===== config.mk =====
export PLATFORM = sky130hd
export DESIGN_NAME = acc8_core
export DESIGN_NICKNAME = d
export VERILOG_FILES = /design/src/rtl/acc8_pkg.sv /design/src/rtl/acc8_decode.sv /design/src/rtl/acc8_alu.sv /design/src/rtl/acc8_core.sv
export SDC_FILE = /design/constraint.sdc
export NUM_CORES = 1
export LEC_CHECK = 0
export BUFFER_PORTS_ARGS = -buffer_cell sky130_fd_sc_hd__buf_2
export CORE_AREA = 8 8 129 101
export CTS_CLUSTER_DIAMETER = 40
export DETAILED_ROUTE_END_ITERATION = 16
export DIE_AREA = 0 0 137 109
export PLACE_DENSITY = 0.59
export SLEW_MARGIN = 5
export SYNTH_ARGS = -nofsm -noshare
export SYNTH_HDL_FRONTEND = slang
export SYNTH_HIERARCHICAL = 1
export SYNTH_SLANG_ARGS = --single-unit

===== constraint.sdc =====
create_clock -name clk -period 8.21 [get_ports clk]
set_clock_uncertainty 0.2 [all_clocks]
set_input_delay 0.4105 -clock clk [delete_from_list [all_inputs] [get_ports clk]]
set_output_delay 0.4105 -clock clk [all_outputs]
set_load 0.01 [all_outputs]

===== src/rtl/acc8_pkg.sv =====
package acc8_pkg;
  localparam int DW  = 8;   // data and address width
  localparam int ZPW = 4;   // short store address width
  localparam int OPW = 4;   // ALU operation code width

  typedef enum logic { ST_FETCH = 1'b0, ST_EXEC = 1'b1 } state_e;

  typedef enum logic [1:0] {
    D_A = 2'd0, D_B = 2'd1, D_IP = 2'd2, D_NONE = 2'd3
  } dest_e;

  typedef enum logic [OPW-1:0] {
    OP_PA, OP_PB, OP_INC, OP_DEC, OP_OR, OP_AND, OP_XOR, OP_ZERO,
    OP_ADD, OP_SUB, OP_ASL, OP_LSR, OP_ADC, OP_SBB, OP_ROL, OP_ROR
  } aop_e;

  typedef enum logic [2:0] {
    K_NONE, K_ALU, K_STORE, K_SWAP, K_CLC, K_SRST, K_BRANCH
  } kind_e;

  typedef enum logic [1:0] { SRC_B, SRC_IMM, SRC_MEM } src_e;

  typedef struct packed {
    kind_e           kind;
    src_e            src;
    dest_e           dest;
    aop_e            op;
    logic [OPW-1:0]  low;
  } dec_t;

  typedef struct packed {
    logic [DW-1:0] res;
    logic          c;
    logic          z;
    logic          cupd;
  } alu_out_t;

  function automatic alu_out_t alu_eval(input aop_e op, input logic [DW-1:0] a,
                                        input logic [DW-1:0] b, input logic cin);
    alu_out_t o;
    logic [DW:0] w;
    w = '0;
    o.res = '0;
    o.c = cin;
    o.cupd = 1'b1;
    case (op)
      OP_PA:   begin o.res = a;     o.cupd = 1'b0; end
      OP_PB:   begin o.res = b;     o.cupd = 1'b0; end
      OP_OR:   begin o.res = a | b; o.cupd = 1'b0; end
      OP_AND:  begin o.res = a & b; o.cupd = 1'b0; end
      OP_XOR:  begin o.res = a ^ b; o.cupd = 1'b0; end
      OP_ZERO: begin o.res = '0;    o.cupd = 1'b0; end
      OP_INC:  begin
        w = {1'b0, b} + {{DW{1'b0}}, 1'b1};
        o.res = w[DW-1:0]; o.c = w[DW];
      end
      OP_DEC:  begin
        w = {1'b0, b} - {{DW{1'b0}}, 1'b1};
        o.res = w[DW-1:0]; o.c = w[DW];
      end
      OP_ADD:  begin
        w = {1'b0, a} + {1'b0, b};
        o.res = w[DW-1:0]; o.c = w[DW];
      end
      OP_SUB:  begin
        w = {1'b0, a} - {1'b0, b};
        o.res = w[DW-1:0]; o.c = w[DW];
      end
      OP_ADC:  begin
        w = {1'b0, a} + {1'b0, b} + {{DW{1'b0}}, cin};
        o.res = w[DW-1:0]; o.c = w[DW];
      end
      OP_SBB:  begin
        w = {1'b0, a} - {1'b0, b} - {{DW{1'b0}}, cin};
        o.res = w[DW-1:0]; o.c = w[DW];
      end
      OP_ASL:  begin o.res = {b[DW-2:0], 1'b0}; o.c = b[DW-1]; end
      OP_LSR:  begin o.res = {1'b0, b[DW-1:1]}; o.c = b[0];    end
      OP_ROL:  begin o.res = {b[DW-2:0], cin};  o.c = b[DW-1]; end
      OP_ROR:  begin o.res = {cin, b[DW-1:1]};  o.c = b[0];    end
      default: ;
    endcase
    o.z = (o.res == '0);
    return o;
  endfunction

  // bit0 tests carry against bit1; bit2 tests zero, bit3 inverts it
  function automatic logic branch_take(input logic [OPW-1:0] cc, input logic c,
                                       input logic z);
    return (cc[0] && (c == cc[1])) || (cc[2] && (z != cc[3]));
  endfunction
endpackage


===== src/rtl/acc8_decode.sv =====
module acc8_decode
  import acc8_pkg::*;
(
  input  logic [DW-1:0] ir,
  output dec_t          d
);
  always_comb begin
    d = '0;
    d.kind = K_NONE;
    d.src  = SRC_B;
    d.dest = dest_e'(ir[5:4]);
    d.op   = aop_e'(ir[OPW-1:0]);
    d.low  = ir[OPW-1:0];
    case (ir[7:6])
      2'b00: d.kind = K_ALU;
      2'b01: begin d.kind = K_ALU; d.src = SRC_IMM; end
      2'b11: begin d.kind = K_ALU; d.src = SRC_MEM; end
      default: begin
        case (ir[5:4])
          2'b01: d.kind = K_STORE;
          2'b10: d.kind = K_BRANCH;
          2'b00: begin
            case (ir[3:0])
              4'h1:    d.kind = K_SWAP;
              4'h8:    d.kind = K_CLC;
              4'hF:    d.kind = K_SRST;
              default: d.kind = K_NONE;
            endcase
          end
          default: d.kind = K_NONE;
        endcase
      end
    endcase
  end
endmodule


===== src/rtl/acc8_alu.sv =====
module acc8_alu
  import acc8_pkg::*;
(
  input  aop_e          op,
  input  logic [DW-1:0] a,
  input  logic [DW-1:0] b,
  input  logic          cin,
  output logic [DW-1:0] res,
  output logic          cout,
  output logic          zero,
  output logic          cupd
);
  alu_out_t o;
  assign o    = alu_eval(op, a, b, cin);
  assign res  = o.res;
  assign cout = o.c;
  assign zero = o.z;
  assign cupd = o.cupd;
endmodule


===== src/rtl/acc8_core.sv =====
module acc8_core
  import acc8_pkg::*;
(
  input  logic          clk,
  input  logic          rst,
  output logic [DW-1:0] bus_addr,
  input  logic [DW-1:0] bus_rdata,
  output logic [DW-1:0] bus_wdata,
  output logic          bus_we
);
  state_e        st;
  logic [DW-1:0] ir, ip, ra, rb;
  logic          cf, zf;
  dec_t          dec;
  logic [DW-1:0] operand, alu_res, ip_inc;
  logic          alu_c, alu_z, alu_cupd;

  acc8_decode u_dec (.ir(ir), .d(dec));

  assign operand = (dec.src == SRC_B) ? rb : bus_rdata;
  assign ip_inc  = ip + {{(DW-1){1'b0}}, 1'b1};

  acc8_alu u_alu (
    .op(dec.op), .a(ra), .b(operand), .cin(cf),
    .res(alu_res), .cout(alu_c), .zero(alu_z), .cupd(alu_cupd)
  );

  // named events
  logic ev_exec, ev_alu, ev_store, ev_srst, ev_branch, ev_taken, ev_imm_jump;
  assign ev_exec     = (st == ST_EXEC);
  assign ev_alu      = ev_exec && (dec.kind == K_ALU);
  assign ev_store    = ev_exec && (dec.kind == K_STORE);
  assign ev_srst     = ev_exec && (dec.kind == K_SRST);
  assign ev_branch   = ev_exec && (dec.kind == K_BRANCH);
  assign ev_taken    = ev_branch && branch_take(dec.low, cf, zf);
  assign ev_imm_jump = ev_alu && (dec.src == SRC_IMM) && (dec.dest == D_IP);

  always_comb begin
    bus_addr = ip;
    if (ev_store)
      bus_addr = {{(DW-ZPW){1'b0}}, ir[ZPW-1:0]};
    else if (ev_alu && dec.src == SRC_MEM)
      bus_addr = rb;
  end

  assign bus_wdata = ra;
  assign bus_we    = ev_store;

  always_ff @(posedge clk) begin
    if (rst) begin
      st <= ST_FETCH;
      ir <= '0;
      ip <= '0;
      ra <= '0;
      rb <= '0;
      cf <= 1'b0;
      zf <= 1'b0;
    end else if (st == ST_FETCH) begin
      ir <= bus_rdata;
      ip <= ip_inc;
      st <= ST_EXEC;
    end else begin
      st <= ST_FETCH;
      case (dec.kind)
        K_ALU: begin
          cf <= alu_c;
          zf <= alu_z;
          if (dec.src == SRC_IMM) ip <= ip_inc;
          case (dec.dest)
            D_A:     ra <= alu_res;
            D_B:     rb <= alu_res;
            D_IP:    ip <= alu_res;
            default: ;
          endcase
        end
        K_SWAP: begin
          ra <= rb;
          rb <= ra;
        end
        K_CLC: cf <= 1'b0;
        K_SRST: begin
          ip <= '0;
          ra <= '0;
          rb <= '0;
          cf <= 1'b0;
          zf <= 1'b0;
        end
        K_BRANCH: ip <= ev_taken ? bus_rdata : ip_inc;
        default: ;
      endcase
    end
  end

  AST_FETCH_STEP: assert property (@(posedge clk) disable iff (rst) (st == ST_FETCH) |=> (ev_exec && ip == $past(ip) + 8'd1));
  AST_DISCARD_HOLDS: assert property (@(posedge clk) disable iff (rst) (ev_alu && dec.dest == D_NONE) |=> (ra == $past(ra) && rb == $past(rb)));
  AST_ZERO_FLAG: assert property (@(posedge clk) disable iff (rst) ev_alu |=> (zf == ($past(alu_res) == '0)));
  AST_LOGIC_CARRY: assert property (@(posedge clk) disable iff (rst) (ev_alu && !alu_cupd) |=> (cf == $past(cf)));
  AST_IMM_JUMP: assert property (@(posedge clk) disable iff (rst) ev_imm_jump |=> (ip == $past(alu_res)));
  AST_MEM_OPERAND: assert property (@(posedge clk) disable iff (rst) (ev_alu && dec.src == SRC_MEM) |-> (bus_addr == rb));
  AST_STORE_PULSE: assert property (@(posedge clk) disable iff (rst) bus_we |=> !bus_we);
  AST_SOFT_RESET: assert property (@(posedge clk) disable iff (rst) ev_srst |=> (ip == '0 && ra == '0 && rb == '0 && !cf && !zf));
  AST_BRANCH_SKIP: assert property (@(posedge clk) disable iff (rst) (ev_branch && !ev_taken) |=> (ip == $past(ip) + 8'd1));
endmodule


# Yosys cells after proc, flatten, opt, wreduce, memory -nomap -nowiden
# Index checks and enable logic that the tools add are counted.
dict set report op_classes {
  addsub 7
  n_eq_ne 34
  mux 21
  n_bitwise 3
  reduce_logical 25
}
# cell n
set op_table {}
lappend op_table {{case mux 8 bit (16 select lines)} 1}
lappend op_table {{2-to-1 mux 8 bit} 9}
lappend op_table {{case mux 8 bit (3 select lines)} 3}
lappend op_table {{== test 4 bit (second input constant)} 8}
lappend op_table {{case mux 3 bit (3 select lines)} 2}
lappend op_table {{== test 4 x 3 -> 1 bit (second input constant)} 4}
lappend op_table {{adder 8 x 1 -> 9 bit (second input constant)} 1}
lappend op_table {{adder 8 x 8 -> 9 bit} 1}
lappend op_table {{adder 9 x 1 -> 9 bit} 1}
lappend op_table {{== test 3 bit (second input constant)} 3}
lappend op_table {{inequality test 9 x 3 -> 1 bit (second input constant)} 1}
lappend op_table {{AND reduction 3 bit} 3}
lappend op_table {{subtractor 8 x 1 -> 9 bit (second input constant)} 1}
lappend op_table {{subtractor 8 x 8 -> 9 bit} 1}
lappend op_table {{subtractor 9 x 1 -> 9 bit} 1}
lappend op_table {{adder 8 x 1 -> 8 bit (second input constant)} 1}
lappend op_table {{bitwise AND 8 bit} 1}
lappend op_table {{== test 4 x 2 -> 1 bit (second input constant)} 2}
lappend op_table {{logical NOT 8 bit} 1}
lappend op_table {{OR 8 bit} 1}
lappend op_table {{case mux 1 bit (8 select lines)} 1}
lappend op_table {{bitwise XOR 8 bit} 1}
lappend op_table {{logical AND 1 bit} 7}
lappend op_table {{== test 2 x 1 -> 1 bit (second input constant)} 3}
lappend op_table {{other kinds (21)} 32}
dict set report totals {
  ff_bits 35
  in_bits 10
}

# Longest topological paths before layout
dict set report depth {
  depth_word 10
  depth_mapped 17
}

# Hierarchy
# Netlist, hierarchy kept.
# module instances cells_per_inst area_per_inst_um2 seq_area_each_um2
set by_module_without_submodules {}
lappend by_module_without_submodules {acc8_alu 1 371 2628.8 0.0}
lappend by_module_without_submodules {acc8_core 1 258 2122.0 700.7}
lappend by_module_without_submodules {acc8_decode 1 25 171.4 0.0}

# Worst setup path before layout
# Ideal clock, no wire load.
dict set report synth_path {
  path_kind {reg-to-reg}
  start {register ir[6]}
  end {register zf}
  setup_time_ns 0.071
  arrival_ns 4.397
  t_required_ns 7.939
  path_slack_ns 3.542
  stages_incl_launch_ff 18
  path_buffers 2
  synth_period_minus_slack_ns 4.668
  path_cell_list {dfxtp_1 > and2_1 > nor2_1 > mux2_2 > buf_2 > inv_1 > ha_1 > buf_6 > or2_1 > and3_4 > nor3b_1 > xnor2_1 > nor2_1 > o32a_1 > or3_1 > nor4_2 > or4b_2 > a21oi_1}
}
# element line
set synth_lines {}
lappend synth_lines {{start: declaration} acc8_core.sv:12} ;# logic [DW-1:0] ir, ip, ra, rb;
lappend synth_lines {{start signal: assignment} acc8_core.sv:59} ;# ir <= bus_rdata;
lappend synth_lines {{end signal: assignment} acc8_core.sv:67} ;# zf <= alu_z;
lappend synth_lines {{end: declaration} acc8_core.sv:13} ;# logic cf, zf;

==> impl_metrics.json <==
{
  "numClockSinks": 35,
  "route.detailed.drc": 0,
  "post_cts_resized": 0,
  "core-area_sq_mm": 0.0111,
  "finalSetupTns_ns": 0,
  "postSynthAreaPerCell_sq_um": 7.53,
  "ant_nets": 0,
  "p_switching_mw": 0.364,
  "ys_types": 91,
  "critPathCapture": "zf",
  "dieArea_sq_mm": 0.0149,
  "layout_commonest_cell": "nor2_1",
  "fillers": 1116,
  "finalWeightedCongestion": 0.994,
  "ys_top_cells_by_area": "dfxtp_1 14%, ha_1 8.1%, nor2_1 5.3%",
  "area_growth_pct": 3.53,
  "tightest_slew_ns": 1.13,
  "row_count": 34,
  "p_leak_nw": 1.95,
  "ys_ff_latch": 35,
  "grt_pass1_vias": 4681,
  "path_max_fanout": 9,
  "clockPowerShare_pct": 23.8,
  "reg2reg_from": "ir[6]",
  "worstRegToRegCells": 15,
  "grt_overflow": 0,
  "cts_setup_buffers": 0,
  "cts_tree": "done",
  "p_total_mw": 0.836,
  "multi_input_area_sq_mm": 0.00377,
  "seq_area_frac_synth_pct": 14.2,
  "drive_above_1_share_pct": 13.5,
  "drtPass1Iterations": 5,
  "yosys.area.top_type": "dfxtp_1",
  "cts_buffers": 5,
  "root_buffer": "clkbuf_16",
  "syn-num-nets": 698,
  "antenna_cells": 0,
  "start_util_pct": 44.2,
  "vias_per_cell": 6.60,
  "slew_headroom_pct": 24.0,
  "drv_cap": 0,
  "h-tree-depth": 2,
  "final_cell_mix": "70 x nor2_1, 47 x nand2_1, 35 x dfxtp_1, 32 x ha_1, 30 x nor3_1",
  "ioPinCount": 27,
  "critPathCaptureType": "register",
  "port_buffers": 26,
  "min_period_over_period_pct": 66.3,
  "path_cells": "and2_1 > nor2_1 > mux2_2 > ha_1 > fa_1 > ha_1 > nand3b_1 > o21ai_0 > a221oi_1 > a31oi_1 > or3_1 > or3_1 > nor4_2 > or4b_2 > a21oi_1",
  "timing.fmax_mhz": 184,
  "slowest_stage": "or4b_2",
  "grt_setup_unrepaired": "false",
  "hold_start": "bus_rdata[7]",
  "regArea_sq_um": 701,
  "crit_required_ns": 8.22,
  "hold_path_class": "primary input to register",
  "outcome": "finished clean",
  "grt_pass1_wl_um": 26300,
  "swShare_pct": 43.6,
  "p_seq_share_pct": 24.6,
  "grt_use_total_pct": 22.1,
  "routed_wl_um": 16600,
  "critPathKind": "register to register",
  "dpl_cell_area_sq_mm": 0.00494,
  "power.density_mw_per_mm2": 164,
  "startpoint": "ir[6]",
  "die_w_um": 137,
  "clockBufferDepth": 2,
  "fin_area_sq_mm": 0.00510,
  "die_h_um": 109,
  "dp_hpwl_um": 12600,
  "intPower_mw": 0.472,
  "r2r_setup_slack_ns": 2.77,
  "synth.top_cell.area_share_pct": 14.2,
  "cp-start-kind": "register",
  "ys_warn_count": 6,
  "wl_per_cell_um": 21.2,
  "fin_nets": 682,
  "arrival_ns": 5.45,
  "antenna_found_initial": 0,
  "clk_pin_slew_worst_paths_ns": 0.05,
  "period_needed_ns": 5.44,
  "slew_viol_final": 0,
  "hold_buffers": 0,
  "syn_inst": 654,
  "synth_edf_count": 0,
  "whs_ns": 0.243,
  "ir_drop_v": 0.0000714,
  "reg2reg_to": "zf",
  "drt_iter0_markers": 580,
  "setup_violations": 0,
  "grt_max_degree": 47,
  "vias": 5166,
  "ys.flop_type": "dfxtp_1",
  "async_flop_share_pct": 0,
  "pwr-share-comb_pct": 51.6,
  "slowest_delay_ns": 0.60,
  "hold_viol": 0,
  "clkLatencyLatePin_ns": 0.28,
  "syn_area_sq_mm": 0.00492
}
[critical path: cells and delay by family, from the launching register on]
| family | cells | cell delay, ns |
|---|---|---|
| and+or+nand+nor | 7 | 2.30 |
| muxes | 1 | 0.52 |
| adders and majority gates | 3 | 1.14 |
| AOI/OAI and AO/OA | 4 | 0.89 |
| DFF | 1 | 0.32 |
[Yosys cell counts (4+ instances only)]
cell type / number
a32oi_1: 7
nand2_1: 47
o21bai_1: 6
nand2b_1: 7
nor2b_1: 10
buf_6: 5
o32ai_1: 4
a211oi_1: 5
a211o_1: 4
o22ai_1: 8
buf_2: 17
o211ai_1: 5
nor3b_1: 4
a21oi_1: 23
or3_1: 8
nor3_1: 30
nor2_1: 70
a221oi_1: 21
mux2i_1: 22
nand3b_1: 4
mux2_2: 9
buf_4: 11
nand3_1: 21
a22oi_1: 12
a311oi_1: 5
clkbuf_1: 18
o21ai_0: 24
a31oi_1: 15
and3_1: 10
inv_1: 26
xor2_1: 6
nor4_2: 4
o31ai_1: 4
and2_1: 6
dfxtp_1: 35
xnor2_1: 22
nand4_1: 6
ha_1: 32
[stage by stage]
stage	instances	util [%]	setup WS, ns
after global routing	783	45.7	2.53
final	783	45.7	2.77
after global placement	775	44.3	2.91
after CTS	783	45.7	2.81
after floorplan	654	-	3.54
after detailed placement	775	44.3	2.85
[routing by layer]
layer | global-route usage [%] | up-vias | wire [um]
li1 | - | 2412 | -
met1 | 34.1 | 2443 | 8220
met2 | 29.5 | 288 | 6470
met3 | 6.03 | 23 | 1750
met4 | 3.87 | 0 | 189
met5 | 0 | - | 0
[worst min path at each step]
stage / end / slack [ns] / depth (start not counted)
2_1_floorplan: zf / 0.26 / 2
4_1_cts: ir[7] / 0.23 / 3
3_5_place_dp: zf / 0.30 / 2
6_report: ir[7] / 0.24 / 3
3_3_place_gp: zf / 0.30 / 2
5_1_grt: ir[7] / 0.25 / 3
[area by class of cell]
cell class | instances | area share (%)
clock buffer | 8 | 3.07
inverter | 29 | 2.14
multi-input combinational | 535 | 74.1
sequential | 35 | 13.7
tap | 144 | 3.54
timing repair buffer | 32 | 3.44
[power by group through the flow]
stage | Sequential [mW] | Combinational (mW) | Clock, mW
6_report | 0.206 | 0.431 | 0.199
5_1_grt | 0.208 | 0.467 | 0.213
4_1_cts | 0.205 | 0.422 | 0.203
3_5_place_dp | 0.209 | 0.420 | 0
3_3_place_gp | 0.209 | 0.418 | 0
2_1_floorplan | 0.204 | 0.334 | 0
[cells by family after synthesis]
kind of cell | count (synthesis) | synth area share, %
adders and majority gates | 34 | 8.95
xor gates and xnor gates | 30 | 5.64
muxes | 31 | 6.53
and+or+nand+nor | 259 | 27.7
DFF | 35 | 14.2
buffers and inverters | 84 | 9.07
AOI/OAI and AO/OA | 181 | 27.8
[sequential cells by signal, summed over array words and instances, names as in the netlist]
signal	cells
cf	1
ip	8
bus_wdata	8
zf	1
rb	8
ev_exec	1
ir	8
(Power assumes the default switching activity.)
